## config.mk

```make
export PLATFORM = sky130hd
export DESIGN_NAME = autobaud_rx
export DESIGN_NICKNAME = d
export VERILOG_FILES = /design/src/rtl/abrx_pkg.sv /design/src/rtl/abrx_sync.sv /design/src/rtl/abrx_idle_timer.sv /design/src/rtl/abrx_shift.sv /design/src/rtl/autobaud_rx.sv
export SDC_FILE = /design/constraint.sdc
export NUM_CORES = 1
export LEC_CHECK = 0
export ABC_AREA = 0
export BUFFER_PORTS_ARGS = -buffer_cell sky130_fd_sc_hd__buf_2
export CORE_MARGIN = 2
export CORE_UTILIZATION = 50
export CTS_CLUSTER_SIZE = 16
export DETAILED_ROUTE_END_ITERATION = 7
export PLACE_DENSITY_LB_ADDON = 0.3
export SYNTH_ARGS = -nofsm -noshare
export SYNTH_HDL_FRONTEND = slang
export SYNTH_SLANG_ARGS = --single-unit
export TNS_END_PERCENT = 30
```

## constraint.sdc

```tcl
create_clock -name clk -period 4.35 [get_ports clk]
set_input_delay 0.435 -clock clk [delete_from_list [all_inputs] [get_ports clk]]
set_output_delay 0.435 -clock clk [all_outputs]
set_load 0.02 [all_outputs]
```

## src/rtl/abrx_pkg.sv

```systemverilog
package abrx_pkg;

    typedef enum logic [2:0] {
        ST_HUNT,   // no period held, waiting for a calibration start edge
        ST_MEAS,   // timing the calibration pattern
        ST_CSTOP,  // waiting to sample the calibration stop bit
        ST_IDLE,   // period held, waiting for a start edge
        ST_RECV,   // sampling a word with the held period
        ST_DRAIN   // waiting for the line to return high
    } abrx_state_e;

    typedef struct packed {
        logic [7:0] data;
        logic       is_cal;
    } abrx_word_t;

    localparam logic [7:0] CAL_BYTE   = 8'h55;
    // falling edges after the start edge up to the start of data bit 7
    localparam int         CAL_FALLS  = 4;
    localparam int         FRAME_BITS = 10;

    function automatic logic [3:0] next_bit(input logic [3:0] idx);
        return idx + 4'd1;
    endfunction

endpackage

```

## src/rtl/abrx_sync.sv

```systemverilog
module abrx_sync #(
    parameter int STAGES = 2
) (
    input  logic clk,
    input  logic rst,
    input  logic din,
    output logic q,
    output logic fall
);
    logic [STAGES-1:0] chain;
    logic              prev;

    generate
        if (STAGES == 1) begin : g_one
            always_ff @(posedge clk) begin
                if (rst) chain <= 1'b1;
                else     chain <= din;
            end
        end else begin : g_many
            always_ff @(posedge clk) begin
                if (rst) chain <= '1;
                else     chain <= {chain[STAGES-2:0], din};
            end
        end
    endgenerate

    always_ff @(posedge clk) begin
        if (rst) prev <= 1'b1;
        else     prev <= chain[STAGES-1];
    end

    assign q    = chain[STAGES-1];
    assign fall = prev & ~chain[STAGES-1];
endmodule

```

## src/rtl/abrx_idle_timer.sv

```systemverilog
module abrx_idle_timer #(
    parameter int LIMIT = 100000
) (
    input  logic clk,
    input  logic rst,
    input  logic run,
    output logic expire
);
    localparam int TW = $clog2(LIMIT + 1);

    logic [TW-1:0] count;

    assign expire = run && (count == TW'(LIMIT - 1));

    always_ff @(posedge clk) begin
        if (rst || !run || expire) count <= '0;
        else                       count <= count + 1'b1;
    end
endmodule

```

## src/rtl/abrx_shift.sv

```systemverilog
module abrx_shift #(
    parameter int WIDTH = 8
) (
    input  logic             clk,
    input  logic             rst,
    input  logic             en,
    input  logic             din,
    output logic [WIDTH-1:0] q
);
    // first bit in ends up at bit 0
    always_ff @(posedge clk) begin
        if (rst)     q <= '0;
        else if (en) q <= {din, q[WIDTH-1:1]};
    end
endmodule

```

## src/rtl/autobaud_rx.sv

```systemverilog
module autobaud_rx
    import abrx_pkg::*;
#(
    parameter int CNT_W       = 16,
    parameter int MIN_PERIOD  = 4,
    parameter int IDLE_LIMIT  = 100000,
    parameter int SYNC_STAGES = 2
) (
    input  logic             clk,
    input  logic             rst,
    input  logic             rx_line,
    output logic [7:0]       rx_byte,
    output logic             rx_valid,
    output logic             rx_is_cal,
    output logic [CNT_W-1:0] bit_period,
    output logic             frame_err
);
    // counter spans 8 measured bits plus headroom for 9.5 periods
    localparam int CW = CNT_W + 4;

    abrx_state_e      state;
    logic             line_s, fall_s;
    logic [CW-1:0]    cnt, tgt;
    logic [1:0]       nfall;
    logic [3:0]       bitn;
    logic [CNT_W-1:0] cand;
    logic             locked;
    logic             idle_exp;
    logic             hit;
    logic             sh_en;
    logic [7:0]       sh_q;
    logic [CNT_W-1:0] meas_per;
    abrx_word_t       word_q;

    abrx_sync #(.STAGES(SYNC_STAGES)) u_sync (
        .clk (clk), .rst (rst), .din (rx_line), .q (line_s), .fall (fall_s)
    );

    abrx_idle_timer #(.LIMIT(IDLE_LIMIT)) u_idle (
        .clk (clk), .rst (rst), .run (state == ST_IDLE && line_s), .expire (idle_exp)
    );

    assign hit      = (cnt == tgt);
    assign meas_per = cnt[CNT_W+2:3];
    assign sh_en    = (state == ST_RECV) && hit && (bitn >= 4'd1) && (bitn <= 4'd8);

    abrx_shift #(.WIDTH(8)) u_shift (
        .clk (clk), .rst (rst), .en (sh_en), .din (line_s), .q (sh_q)
    );

    assign rx_byte   = word_q.data;
    assign rx_is_cal = word_q.is_cal;

    always_ff @(posedge clk) begin
        if (rst) begin
            state      <= ST_HUNT;
            cnt        <= '0;
            tgt        <= '0;
            nfall      <= '0;
            bitn       <= '0;
            cand       <= '0;
            locked     <= 1'b0;
            bit_period <= '0;
            word_q     <= '0;
            rx_valid   <= 1'b0;
            frame_err  <= 1'b0;
        end else begin
            rx_valid  <= 1'b0;
            frame_err <= 1'b0;
            case (state)
                ST_HUNT: begin
                    if (fall_s) begin
                        cnt   <= CW'(1);
                        nfall <= '0;
                        state <= ST_MEAS;
                    end
                end
                ST_MEAS: begin
                    cnt <= cnt + 1'b1;
                    if (cnt[CW-1]) begin
                        state <= ST_DRAIN;
                    end else if (fall_s) begin
                        if (nfall == 2'(CAL_FALLS - 1)) begin
                            if (meas_per < CNT_W'(MIN_PERIOD)) begin
                                state <= ST_DRAIN;
                            end else begin
                                cand  <= meas_per;
                                tgt   <= cnt + CW'(meas_per) + CW'(meas_per >> 1);
                                state <= ST_CSTOP;
                            end
                        end else begin
                            nfall <= nfall + 1'b1;
                        end
                    end
                end
                ST_CSTOP: begin
                    cnt <= cnt + 1'b1;
                    if (hit) begin
                        if (line_s) begin
                            bit_period    <= cand;
                            locked        <= 1'b1;
                            word_q.data   <= CAL_BYTE;
                            word_q.is_cal <= 1'b1;
                            rx_valid      <= 1'b1;
                            state         <= ST_IDLE;
                        end else begin
                            frame_err <= 1'b1;
                            state     <= ST_DRAIN;
                        end
                    end
                end
                ST_IDLE: begin
                    if (fall_s) begin
                        cnt   <= CW'(1);
                        tgt   <= CW'(bit_period >> 1);
                        bitn  <= '0;
                        state <= ST_RECV;
                    end else if (idle_exp) begin
                        locked <= 1'b0;
                        state  <= ST_HUNT;
                    end
                end
                ST_RECV: begin
                    cnt <= cnt + 1'b1;
                    if (hit) begin
                        tgt  <= tgt + CW'(bit_period);
                        bitn <= next_bit(bitn);
                        if (bitn == 4'd0) begin
                            if (line_s) state <= ST_IDLE;
                        end else if (bitn == 4'(FRAME_BITS - 1)) begin
                            if (line_s) begin
                                word_q.data   <= sh_q;
                                word_q.is_cal <= 1'b0;
                                rx_valid      <= 1'b1;
                                state         <= ST_IDLE;
                            end else begin
                                frame_err <= 1'b1;
                                state     <= ST_DRAIN;
                            end
                        end
                    end
                end
                ST_DRAIN: begin
                    if (line_s) state <= locked ? ST_IDLE : ST_HUNT;
                end
                default: state <= ST_HUNT;
            endcase
        end
    end
endmodule

```

== Word level (Yosys, flattened, before mapping) ==
Cells that the tools add are included.
Cells by class
  multiplexer cells: 57
  magnitude comparators: 3
  $add $sub $neg: 7
  bitwise operators: 4
  reduce and logical (&&, ||, !) cells: 27
  equal/unequal tests: 31
Operator list (count)
  $mux W20: 7
  $pmux W20 S3: 1
  $mux W9: 6
  $mux W3: 14
  $add A20 B16 Y20: 2
  $pmux W20 S2: 1
  $ne A2 B2 Y1 const B: 11
  $add A20 B1 Y20 const B: 1
  $add A20 B15 Y20: 1
  $eq A20 B20 Y1: 1
  $pmux W3 S6: 1
  $pmux W9 S2: 1
  $add A17 B1 Y17 const B: 1
  $eq A17 B17 Y1 const B: 1
  $lt A16 B3 Y1 const B: 1
  $reduce_and A5 Y1: 3
  $mux W1: 14
  $reduce_and A7 Y1: 2
  $ne A2 B1 Y1 const B: 6
  $mux W2: 5
  $reduce_bool A2 Y1: 5
  $reduce_and A9 Y1: 1
  $mux W4: 2
  $pmux W4 S2: 1
  26 further kinds: 40
Word-level totals
  output and inout bits: 27
  register bits after elaboration: 121
  word-level logic and storage cells: 145
  input port bits: 3

== Depth between registers and ports, before layout ==
Gate-level depths: netlist of the first run.
  depth after elaboration: 7
  mapped depth: 13
  mapped depth without buffers: 13

== Hierarchy ==
A second synthesis of the first run with hierarchy kept.
Second synthesis, totals
  cells, all modules: 881
  area total of the unflattened synthesis: 7470.9 um^2
By module, submodules not included
  autobaud_rx: cells each 761, times used 1, area each 6293.5 um^2, sequential area each 1861.8 um^2
  abrx_idle_timer: cells each 87, times used 1, area each 807.0 um^2, sequential area each 340.3 um^2
  abrx_shift: cells each 26, times used 1, area each 285.3 um^2, sequential area each 160.2 um^2
  abrx_sync: cells each 7, times used 1, area each 85.1 um^2, sequential area each 60.1 um^2

== Worst setup path before layout of the first run ==
OpenSTA, ideal clock, no wires.
  path type: reg-to-reg
  start: register cnt[5]
  end: register tgt[19]
  cell stages (with the launch flop): 12
  arrival time: 3.099 ns
  slack: 1.160 ns
  data required time: 4.259 ns
  path buffers: 0
  setup time: 0.091 ns
  clock period less this slack: 3.190 ns
  cell sequence: dfxtp_1 > fa_1 > ha_1 > fa_1 > a211oi_1 > o21ai_0 > a41oi_1 > nor2_1 > o21ai_1 > o21a_1 > o21ai_1 > a311oi_1
On the way
  cells in the longest elaborated chain, start to end: 7
  elaborated cells on any way between the ends: 12
  those cells by class: add/sub: 2; order compare: 1; eq/ne: 3; mux: 5; reduce/logical: 1
RTL lines
  from (decl): RTL line autobaud_rx.sv:23  | logic [CW-1:0] cnt, tgt;
  from (signal assigned): RTL line autobaud_rx.sv:79  | cnt <= cnt + 1'b1;
  from (signal assigned): RTL line autobaud_rx.sv:97  | cnt <= cnt + 1'b1;
  from (signal assigned): RTL line autobaud_rx.sv:124  | cnt <= cnt + 1'b1;
  $add A20 B16 Y20: RTL line autobaud_rx.sv:88  | tgt <= cnt + CW'(meas_per) + CW'(meas_per >> 1);
  $add A20 B15 Y20: RTL line autobaud_rx.sv:88
  $mux W20: RTL line autobaud_rx.sv:84  | if (meas_per < CNT_W'(MIN_PERIOD)) begin
  $mux W20: RTL line autobaud_rx.sv:83  | if (nfall == 2'(CAL_FALLS - 1)) begin
  $mux W20: RTL line autobaud_rx.sv:82  | end else if (fall_s) begin
  $mux W20: RTL line autobaud_rx.sv:80  | if (cnt[CW-1]) begin
  $pmux W20 S3: RTL line autobaud_rx.sv:70  | case (state)
  to (signal assigned): RTL line autobaud_rx.sv:88
  to (signal assigned): RTL line autobaud_rx.sv:115  | tgt <= CW'(bit_period >> 1);
  to (signal assigned): RTL line autobaud_rx.sv:126  | tgt <= tgt + CW'(bit_period);
  to (decl): RTL line autobaud_rx.sv:23
Several ways; a longest one is shown, not always the timed one. The select of a mux whose other input is x is not followed.
A chain may end at the register's enable or synchronous reset.

== Worst setup path after layout of the first run ==
Same ends and word-level chain as after synthesis.

==> results of run 1 <==
## metrics by stage
stage | total power, uW | setup WS, ns | util, % | instances | instance area [um2]
after floorplan | 2530 | 1.16 | - | 856 | 7230
after global placement | 2810 | 0.793 | 53.3 | 1033 | 7460
after global routing | 4410 | 0.412 | 57.4 | 1065 | 8030
after detailed placement | 2820 | 0.729 | 53.3 | 1033 | 7460
after CTS | 4190 | 0.682 | 57.4 | 1065 | 8030
final | 4170 | 0.686 | 57.4 | 1065 | 8030
## worst min-delay path by stage
stage | end | slack, ns | depth (start not counted)
after floorplan | u_sync.chain[1]$_SDFF_PP1_ | 0.39 | 1
after global placement | u_sync.chain[1]$_SDFF_PP1_ | 0.39 | 1
after detailed placement | u_sync.chain[1]$_SDFF_PP1_ | 0.40 | 1
after CTS | u_sync.chain[0]$_SDFF_PP1_ | 0.18 | 2
after global routing | u_sync.chain[0]$_SDFF_PP1_ | 0.20 | 2
final | u_sync.chain[0]$_SDFF_PP1_ | 0.20 | 2
## per-layer routing
layer	up-vias	global-route usage, %
met5	-	0
met4	0	7.73
met3	27	3.48
met2	139	36.5
met1	2909	31.1
li1	3079	-
## where the power goes
| group | internal [uW] | switching (uW) | leakage (uW) |
|---|---|---|---|
| registers | 1230 | 164 | 0.000977 |
| clock network | 811 | 545 | 0.000275 |
| logic | 490 | 931 | 0.00215 |
| total | 2530 | 1640 | 0.00340 |
## state kept, by name (all words and copies together), names as in the netlist
| register | flops |
|---|---|
| rx_byte | 8 |
| bitn | 4 |
| rx_is_cal | 1 |
| rx_valid | 1 |
| bit_period | 16 |
| cand | 16 |
| cnt | 20 |
| u_idle.count | 17 |
| u_sync.chain | 2 |
| nfall | 2 |
| locked | 1 |
| u_shift.q | 8 |
| frame_err | 1 |
| u_sync.prev | 1 |
| state | 3 |
| tgt | 20 |
## kinds of logic after synthesis
| group | Yosys count | share of synthesized area (%) |
|---|---|---|
| AOI/OAI and AO/OA | 190 | 17.5 |
| xor gates and xnor gates | 73 | 8.84 |
| adders and majority gates | 56 | 11.5 |
| buffers and inverters | 60 | 3.77 |
| DFF | 121 | 33.5 |
| muxes | 26 | 3.60 |
| and+or+nand+nor | 330 | 21.3 |
## cell usage in the layout (no fill, tap or decap), types with 7 or more instances in the layout
| master | count |
|---|---|
| xor2_1 | 46 |
| o21ai_0 | 28 |
| inv_1 | 21 |
| mux2i_1 | 26 |
| nor4_1 | 10 |
| dfxtp_1 | 121 |
| ha_1 | 39 |
| nor2b_1 | 7 |
| and3_1 | 16 |
| a31oi_1 | 9 |
| nor3_1 | 19 |
| fa_1 | 17 |
| a21oi_1 | 55 |
| a311oi_1 | 7 |
| nand4_1 | 10 |
| nand2_1 | 74 |
| a21o_1 | 14 |
| buf_2 | 29 |
| a211oi_1 | 22 |
| nor2_1 | 133 |
| a221oi_1 | 9 |
| nand2b_1 | 9 |
| or3_1 | 7 |
| xnor2_1 | 27 |
| a22oi_1 | 10 |
| clkbuf_16 | 17 |
| nand3_1 | 25 |
## worst max-delay path: stages (launching register included)
cell and delay (ns):
dfxtp_1 0.56, fa_1 0.49, ha_1 0.23, fa_1 0.42
a211oi_1 0.28, o21ai_0 0.23, a41oi_1 0.44, nor2_1 0.12
o21ai_1 0.29, o21a_1 0.17, o21ai_1 0.07, a311oi_1 0.27
## final cells by class
cell class	count	area (um2)	share of cell area [%]
multi-input cells	675	4540	56.5
flip-flops and latches	121	2420	30.2
clock buffers	18	439	5.47
well taps	180	225	2.80
repair buffers	35	190	2.37
clock inverters	14	136	1.70
inverters	22	82.6	1.03
==> results.cfg, run 1 <==
[layout]
fillers = 1243
diodes = 0
nNetsFinal = 931
layout-drive-gt1-share_pct = 8.93
area_growth_syn_to_layout_pct = 11.1

[floorplanning]
die_height_um = 124
die_w_um = 124
rows = 43
ioPinCount = 30
die_area_mm2 = 0.0154
core_area_mm2 = 0.0140
start_util_pct = 51.7

[synthesis]
synth_warnings = 0
ys.flop_type = dfxtp_1
netlist_area_mm2 = 0.00723
ys_types = 61
async_flop_share_pct = 0
synth_top_area_share_pct = 33.5
synth.most_common_cell = nor2_1
synth_edf_count = 0
synth_area_leaders = dfxtp_1, nor2_1, ha_1, xor2_1, fa_1
synth.avg_cell_area_um2 = 8.45
synth_nets = 915
synth_top_area_cell = dfxtp_1
ys_seq_area_share_pct = 33.5
syn_inst = 856
synth_common_cells = nor2_1, dfxtp_1, nand2_1
ys_seq_elements = 121

[sta]
rsz0062_at_grt = false
setup-tns-final_ns = 0
worstMarginPinSlew_ns = 0.962
whs_ns = 0.195
layout_min_cycle_time_ns = 3.66
clock.fmax_ghz = 0.273
slew_headroom_pct = 35.7
clock_skew_ns = 0.00754
fin_crit_sh_pct = 84.2
finalHoldViolCount = 0
setup_viol = 0
slew_violations = 0

[setup_path]
path_max_fanout = 9
cp-end-kind = flop
reg2regPathDepth = 11
critPathLaunch = cnt[5]$_SDFFE_PP0P_
worstSetupStartpointType = flop
critPathArrivalTime_ns = 3.99
cp-endpoint = tgt[19]$_SDFFE_PP0P_
r2r-end = tgt[19]$_SDFFE_PP0P_
rrSetupSlack_ns = 0.69
criticalPathCategory = flop to flop
r2r_start = cnt[5]$_SDFFE_PP0P_
required_ns = 4.68

[grt]
grt_antenna_before_repair = 0
track_usage_pct = 22.7
grt_pass1_wl_um = 28800
grt_pass1_vias = 5742
grt_max_degree = 60
overflow = 0

[power_and_ir_drop]
power_density_mw_per_mm2 = 520
leakagePower_uw = 0.00340
ir_drop_mv = 0.344

[routing]
dr.pass1.iters = 6
routed-via-count = 6154
ant_nets = 0
drt_iter0_drc = 581
wl_per_cell_um = 16.2
highest_layer = met4
viasPerCell = 5.78
met2_length_um = 7910
met3WireLength_um = 686
drcViolationCount = 0
wl_met1_um = 8310
wl_um = 17300

[status]
outcome = finished, final reports clean

[clock_tree]
cts_hold_buf = 0
path_clk_slew_ns = 0.06
insertion_delay_ns = 0.42
post_cts_buffers = 0
cts-root-buf = clkbuf_16
cts_max_path_buffers = 2
numCtsBuffers = 17
clock_sinks = 121
cts_tree = done
ctsHtreeMaxLevel = 4
ctsResizeCount = 0

[place]
numPortBuffers = 29
gp_congestion = 0.846
dp_hpwl_um = 12300

[worst_hold_path]
hp-class = input pin to flop
hp-start = rx_line

[flow_run]
max-cap-violations = 0
No activity file was read; power rests on OpenSTA's default activity.
==> inputs of run 2 (changes only) <==
ABC_AREA = 1   (was 0)
clock period = 3.6 ns   (was 4.35 ns; I/O delays follow)
==> run 2 against run 1 <==
Maximum frequency grew 24%. Via count grew 41%. Critical path depth grew 2. Synthesized cell count grew 55%.
==> results.cfg, run 2 <==
[status]
outcome = finished, final reports clean

[power_and_ir_drop]
p_int_uw = 2740
power_density_mw_per_mm2 = 474
ir_drop_mv = 0.491
p_sw_uw = 1660
pwr-share-seq_pct = 35.3
leakagePower_uw = 0.00445
p_comb_share_pct = 26.4
swShare_pct = 37.7
p_clk_share_pct = 38.3

[synthesis]
synth_area_leaders = dfxtp_1, nand2_1, inv_1, a21oi_1, nor2_1
synth_common_cells = nand2_1, inv_1, nor2_1
synth.area.mux_share_pct = 0
yosys.area_share.xor_xnor_pct = 1.66
synth_nets = 1388
ys_types = 46
synthAdderAreaFrac_pct = 9.83
netlist_area_mm2 = 0.00843
synth_warnings = 0
synth.most_common_cell = nand2_1
ys_seq_elements = 121
synth_top_family_by_area = simple AND/OR/NAND/NOR gates
synth-simple-area-share_pct = 35.9
synth_top_area_cell = dfxtp_1
syn_inst = 1329
async_flop_share_pct = 0
synth_edf_count = 0
ys_seq_area_share_pct = 28.7
synth.avg_cell_area_um2 = 6.34
synth_top_area_share_pct = 28.7
ys.flop_type = dfxtp_1
synth_compound_area_share_pct = 13.6

[floorplanning]
die_area_mm2 = 0.0179
die_height_um = 134
start_util_pct = 51.0
rows = 47
die_w_um = 134
core_area_mm2 = 0.0165
ioPinCount = 30

[sta]
slew_violations = 0
fin_crit_sh_pct = 82.1
finalHoldViolCount = 0
setup-tns-final_ns = 0
setup_viol = 0
slew_headroom_pct = 42.7
rsz0062_at_grt = false
worstMarginPinSlew_ns = 0.857
whs_ns = 0.109
clock_skew_ns = 0.0122
clock.fmax_ghz = 0.338
layout_min_cycle_time_ns = 2.96

[routing]
drt_iter0_drc = 784
wl_um = 24700
viasPerCell = 5.46
wl_per_cell_um = 15.6
ant_nets = 0
routed-via-count = 8651
drcViolationCount = 0
dr.pass1.iters = 6

[worst_hold_path]
hp-class = input pin to flop
hp-start = rx_line

[grt]
grt_max_degree = 68
grt_pass1_vias = 7875
overflow = 0
grt_antenna_before_repair = 0
grt_pass1_wl_um = 40100
track_usage_pct = 28.1

[place]
gp_congestion = 0.994
dp_hpwl_um = 18400
numPortBuffers = 29

[setup_path]
worstSetupStartpointType = flop
required_ns = 3.92
cp-end-kind = flop
criticalPathCategory = flop to flop
path_max_fanout = 10
r2r_start = cnt[5]$_SDFFE_PP0P_
critPathLaunch = cnt[5]$_SDFFE_PP0P_
critPathArrivalTime_ns = 3.28

[layout]
layout-drive-gt1-share_pct = 8.36
fillers = 1638
diodes = 0
layout_top_registers = cnt (20), tgt (20), u_idle.count (17)
final_cell_mix = nand2_1, inv_1, nor2_1
area_growth_syn_to_layout_pct = 10.0
nNetsFinal = 1410
final_common_cell = nand2_1

[clock_tree]
cts-root-buf = clkbuf_16
cts_hold_buf = 0
clock_sinks = 121
post_cts_buffers = 0
cts_tree = done
insertion_delay_ns = 0.43
ctsResizeCount = 0
ctsHtreeMaxLevel = 4
path_clk_slew_ns = 0.06
cts_max_path_buffers = 2
numCtsBuffers = 17

[flow_run]
max-cap-violations = 0
## run 2: changes by cell type in the layout (fill, tap and decap cells not counted), moves of 10 or more
cell	change
inv_1	+144
nor3_1	+10
a211oi_1	-19
a21oi_1	+61
o21ai_0	+54
nand2_1	+305
xnor2_1	-24
nand3_1	+74
a21o_1	-14
inv_2	+16
mux2i_1	-26
and3_1	-15
xor2_1	-33
a22oi_1	-10
## run 2: layer usage
layer	track usage [%]	vias up	routed length (um)
met3	4.95	51	1600
li1	-	4340	-
met5	0	-	0
met2	46.4	304	11300
met1	36.9	3956	11000
met4	10.8	0	720
## run 2: cell families (layout without fill, tap and decap cells)
| logic type | after synthesis | count (layout) |
|---|---|---|
| and+or+nand+nor | 704 | 704 |
| adders and majority gates | 56 | 56 |
| DFF | 121 | 121 |
| AOI/OAI and AO/OA | 219 | 219 |
| buffers and inverters | 213 | 248 |
| xor gates and xnor gates | 16 | 16 |
## run 2: power groups by stage
stage	sequential (uW)	clock [uW]	combinational, uW
6_report	1550	1680	1160
5_1_grt	1560	1750	1300
4_1_cts	1550	1690	1150
3_5_place_dp	1580	0	1140
3_3_place_gp	1570	0	1130
2_1_floorplan	1540	0	896
## run 2: critical path, cell delays in order, from the launching register on
cell     delay, ns
dfxtp_1       0.61
fa_1          0.50
ha_1          0.29
fa_1          0.47
nand3_1       0.12
nand3_1       0.16
nand2_1       0.10
nand3_1       0.11
nand2_1       0.12
nand3_1       0.07
nand3_1       0.10
nand3_1       0.08
nand2_1       0.10
inv_1         0.03
## run 2: stage by stage
| step | power (uW) | util (%) | instance area [um2] | setup WS [ns] | instances |
|---|---|---|---|---|---|
| floorplan | 2440 | - | 8430 | 1.10 | 1329 |
| global placement | 2700 | 52.7 | 8710 | 0.667 | 1552 |
| detailed placement | 2710 | 52.7 | 8710 | 0.700 | 1552 |
| CTS | 4390 | 56.1 | 9270 | 0.672 | 1584 |
| global route | 4610 | 56.1 | 9270 | 0.503 | 1584 |
| finish | 4400 | 56.1 | 9270 | 0.645 | 1584 |
## run 2: final timing paths
kind | cells after the start | end | slack (ns)
worst max-delay path | 13 | tgt[17]$_SDFFE_PP0P_ | 0.64
worst min-delay path | 2 | u_sync.chain[0]$_SDFF_PP1_ | 0.11
worst max register to register | 13 | tgt[17]$_SDFFE_PP0P_ | 0.64
worst min register to register | 1 | u_sync.chain[1]$_SDFF_PP1_ | 0.42
## run 2: cell type report
cell class	count	area, um2	share of cell area, %
well taps	220	275	2.97
flip-flops and latches	121	2420	26.1
clock inverters	14	139	1.50
inverters	182	686	7.39
repair buffers	34	183	1.97
clock buffers	18	429	4.63
multi-input cells	995	5140	55.4
==> inputs of run 3 (changes only) <==
clock period = 2.6 ns   (was 3.6 ns; I/O delays follow)
==> run 3 against run 2 <==
Combinational power increased by 46%. Clock skew about the same. Register-to-register slack got worse by 0.52 ns. Final cell count increased by 3.1%.
==> results.cfg, run 3 (same netlist as run 2, synthesis figures left out) <==
[status]
outcome = finished, final reports clean

[sta]
setup-tns-final_ns = 0
layout_min_cycle_time_ns = 2.48
slew_headroom_pct = 70.8
finalHoldViolCount = 0
fin_crit_sh_pct = 95.2
clock_skew_ns = 0.0122
rsz0062_at_grt = true
slew_violations = 0
setup_viol = 0
clock.fmax_ghz = 0.404
worstMarginPinSlew_ns = 0.434

[grt]
grt_antenna_before_repair = 0
overflow = 0
track_usage_pct = 30.5
grt_max_degree = 64
grt_pass1_wl_um = 42700
grt_pass1_vias = 8303

[setup_path]
reg2regPathDepth = 14
worstSetupStartpointType = flop
critPathLaunch = cnt[14]$_SDFFE_PP0P_
rrSetupSlack_ns = 0.12
cp_slowest_cell = fa_1
path_max_fanout = 7
required_ns = 2.92
r2r_start = cnt[14]$_SDFFE_PP0P_
cpPeakStageDelay_ns = 0.52
criticalPathCategory = flop to flop
cp-end-kind = flop
path_cells = buf_4 -> fa_1 -> ha_4 -> nand2_1 -> inv_1 -> nand2_1 -> nor3_1 -> nand2_1 -> nand2_1 -> nand2_1 -> nand3_1 -> nand2_1 -> nor2_1 -> nor2_1
worst_path_most_repeated_cell = nand2_1
r2r-end = tgt[15]$_SDFFE_PP0P_
critPathArrivalTime_ns = 2.80

[place]
dp_hpwl_um = 20200
gp_congestion = 0.954
placed_cells = 1601
numPortBuffers = 29

[layout]
instances_no_fill = 1633
layout_top_registers = cnt (20), tgt (20), u_idle.count (17)
nNetsFinal = 1459
diodes = 0
layout-drive-gt1-share_pct = 13.4
final_cell_mix = nand2_1, inv_1, nor2_1
final_common_cell = nand2_1
area_growth_syn_to_layout_pct = 16.2

[clock_tree]
path_clk_slew_ns = 0.07
insertion_delay_ns = 0.44
cts_hold_buf = 0
cts_tree = done
cts-root-buf = clkbuf_16
numCtsBuffers = 17
clock_sinks = 121
cts_max_path_buffers = 2
post_cts_buffers = 0
ctsHtreeMaxLevel = 4

[routing]
drt_iter0_drc = 711
drcViolationCount = 0
wl_per_cell_um = 16.3
wl_um = 26600
viasPerCell = 5.38
ant_nets = 0
dr.pass1.iters = 6
routed-via-count = 8781

[power_and_ir_drop]
power_density_mw_per_mm2 = 641
finalPower_uw = 6280
leakagePower_uw = 0.00476
ir_drop_mv = 0.547

[floorplanning]
die_height_um = 134
die_area_mm2 = 0.0179
core_area_mm2 = 0.0165
ioPinCount = 30
start_util_pct = 51.0
rows = 47
die_w_um = 134

[worst_hold_path]
hp-start = rx_line
worstHoldEndpoint = u_sync.chain[0]$_SDFF_PP1_
hp-class = input pin to flop
whs_path_depth = 2

[flow_run]
max-cap-violations = 0
run 3: worst max-delay path by stage:
stage	end
2_1_floorplan	tgt[9]$_SDFFE_PP0P_
3_3_place_gp	tgt[19]$_SDFFE_PP0P_
3_5_place_dp	tgt[19]$_SDFFE_PP0P_
4_1_cts	tgt[9]$_SDFFE_PP0P_
5_1_grt	tgt[16]$_SDFFE_PP0P_
6_report	tgt[15]$_SDFFE_PP0P_
run 3: critical path, delay by kind of cell, from the launching register on:
| family | cells | cell delay, ns |
|---|---|---|
| DFF | 1 | 0.35 |
| buffers and inverters | 2 | 0.27 |
| adders and majority gates | 2 | 0.84 |
| and+or+nand+nor | 10 | 0.89 |
run 3: cell type report:
cell class              count  area, um2
clock buffers              17        425
well taps                 220        275
multi-input cells         995       5210
clock inverters            15        174
inverters                 182        686
fillers                  1632       6730
flip-flops and latches    121       2430
repair buffers             83        588
run 3: power breakdown:
group | switching [uW] | internal, uW | leakage [uW]
registers | 151 | 1980 | 0.000983
logic | 1150 | 540 | 0.00349
clock network | 1080 | 1380 | 0.000293
run 3: timing repair:
action                                  in CTS  in global routing
hold endpoints to repair                     0                  0
endpoints found under the setup margin       5                 14
gates resized for setup                      6                 20
cloned                                       0                  0
run 3: metal layers:
layer / GRT usage, % / vias up / part of all wire (%)
li1: - / 4420 / -
met2: 51.6 / 279 / 47
met5: 0 / - / 0
met4: 10.7 / 0 / 3.3
met1: 38.5 / 4019 / 44
met3: 6.54 / 63 / 6.5
run 3: metrics by stage:
stage	hold WS [ns]	setup WS [ns]	cell area (um2)	utilization [%]
after CTS	0.00540	0.0308	9720	58.8
final	0.0101	0.124	9790	59.3
after floorplan	0.364	0.100	8430	-
after global routing	0.00431	-0.0552	9790	59.3
after detailed placement	0.396	-0.135	9110	55.1
after global placement	0.394	-0.0817	9110	55.1
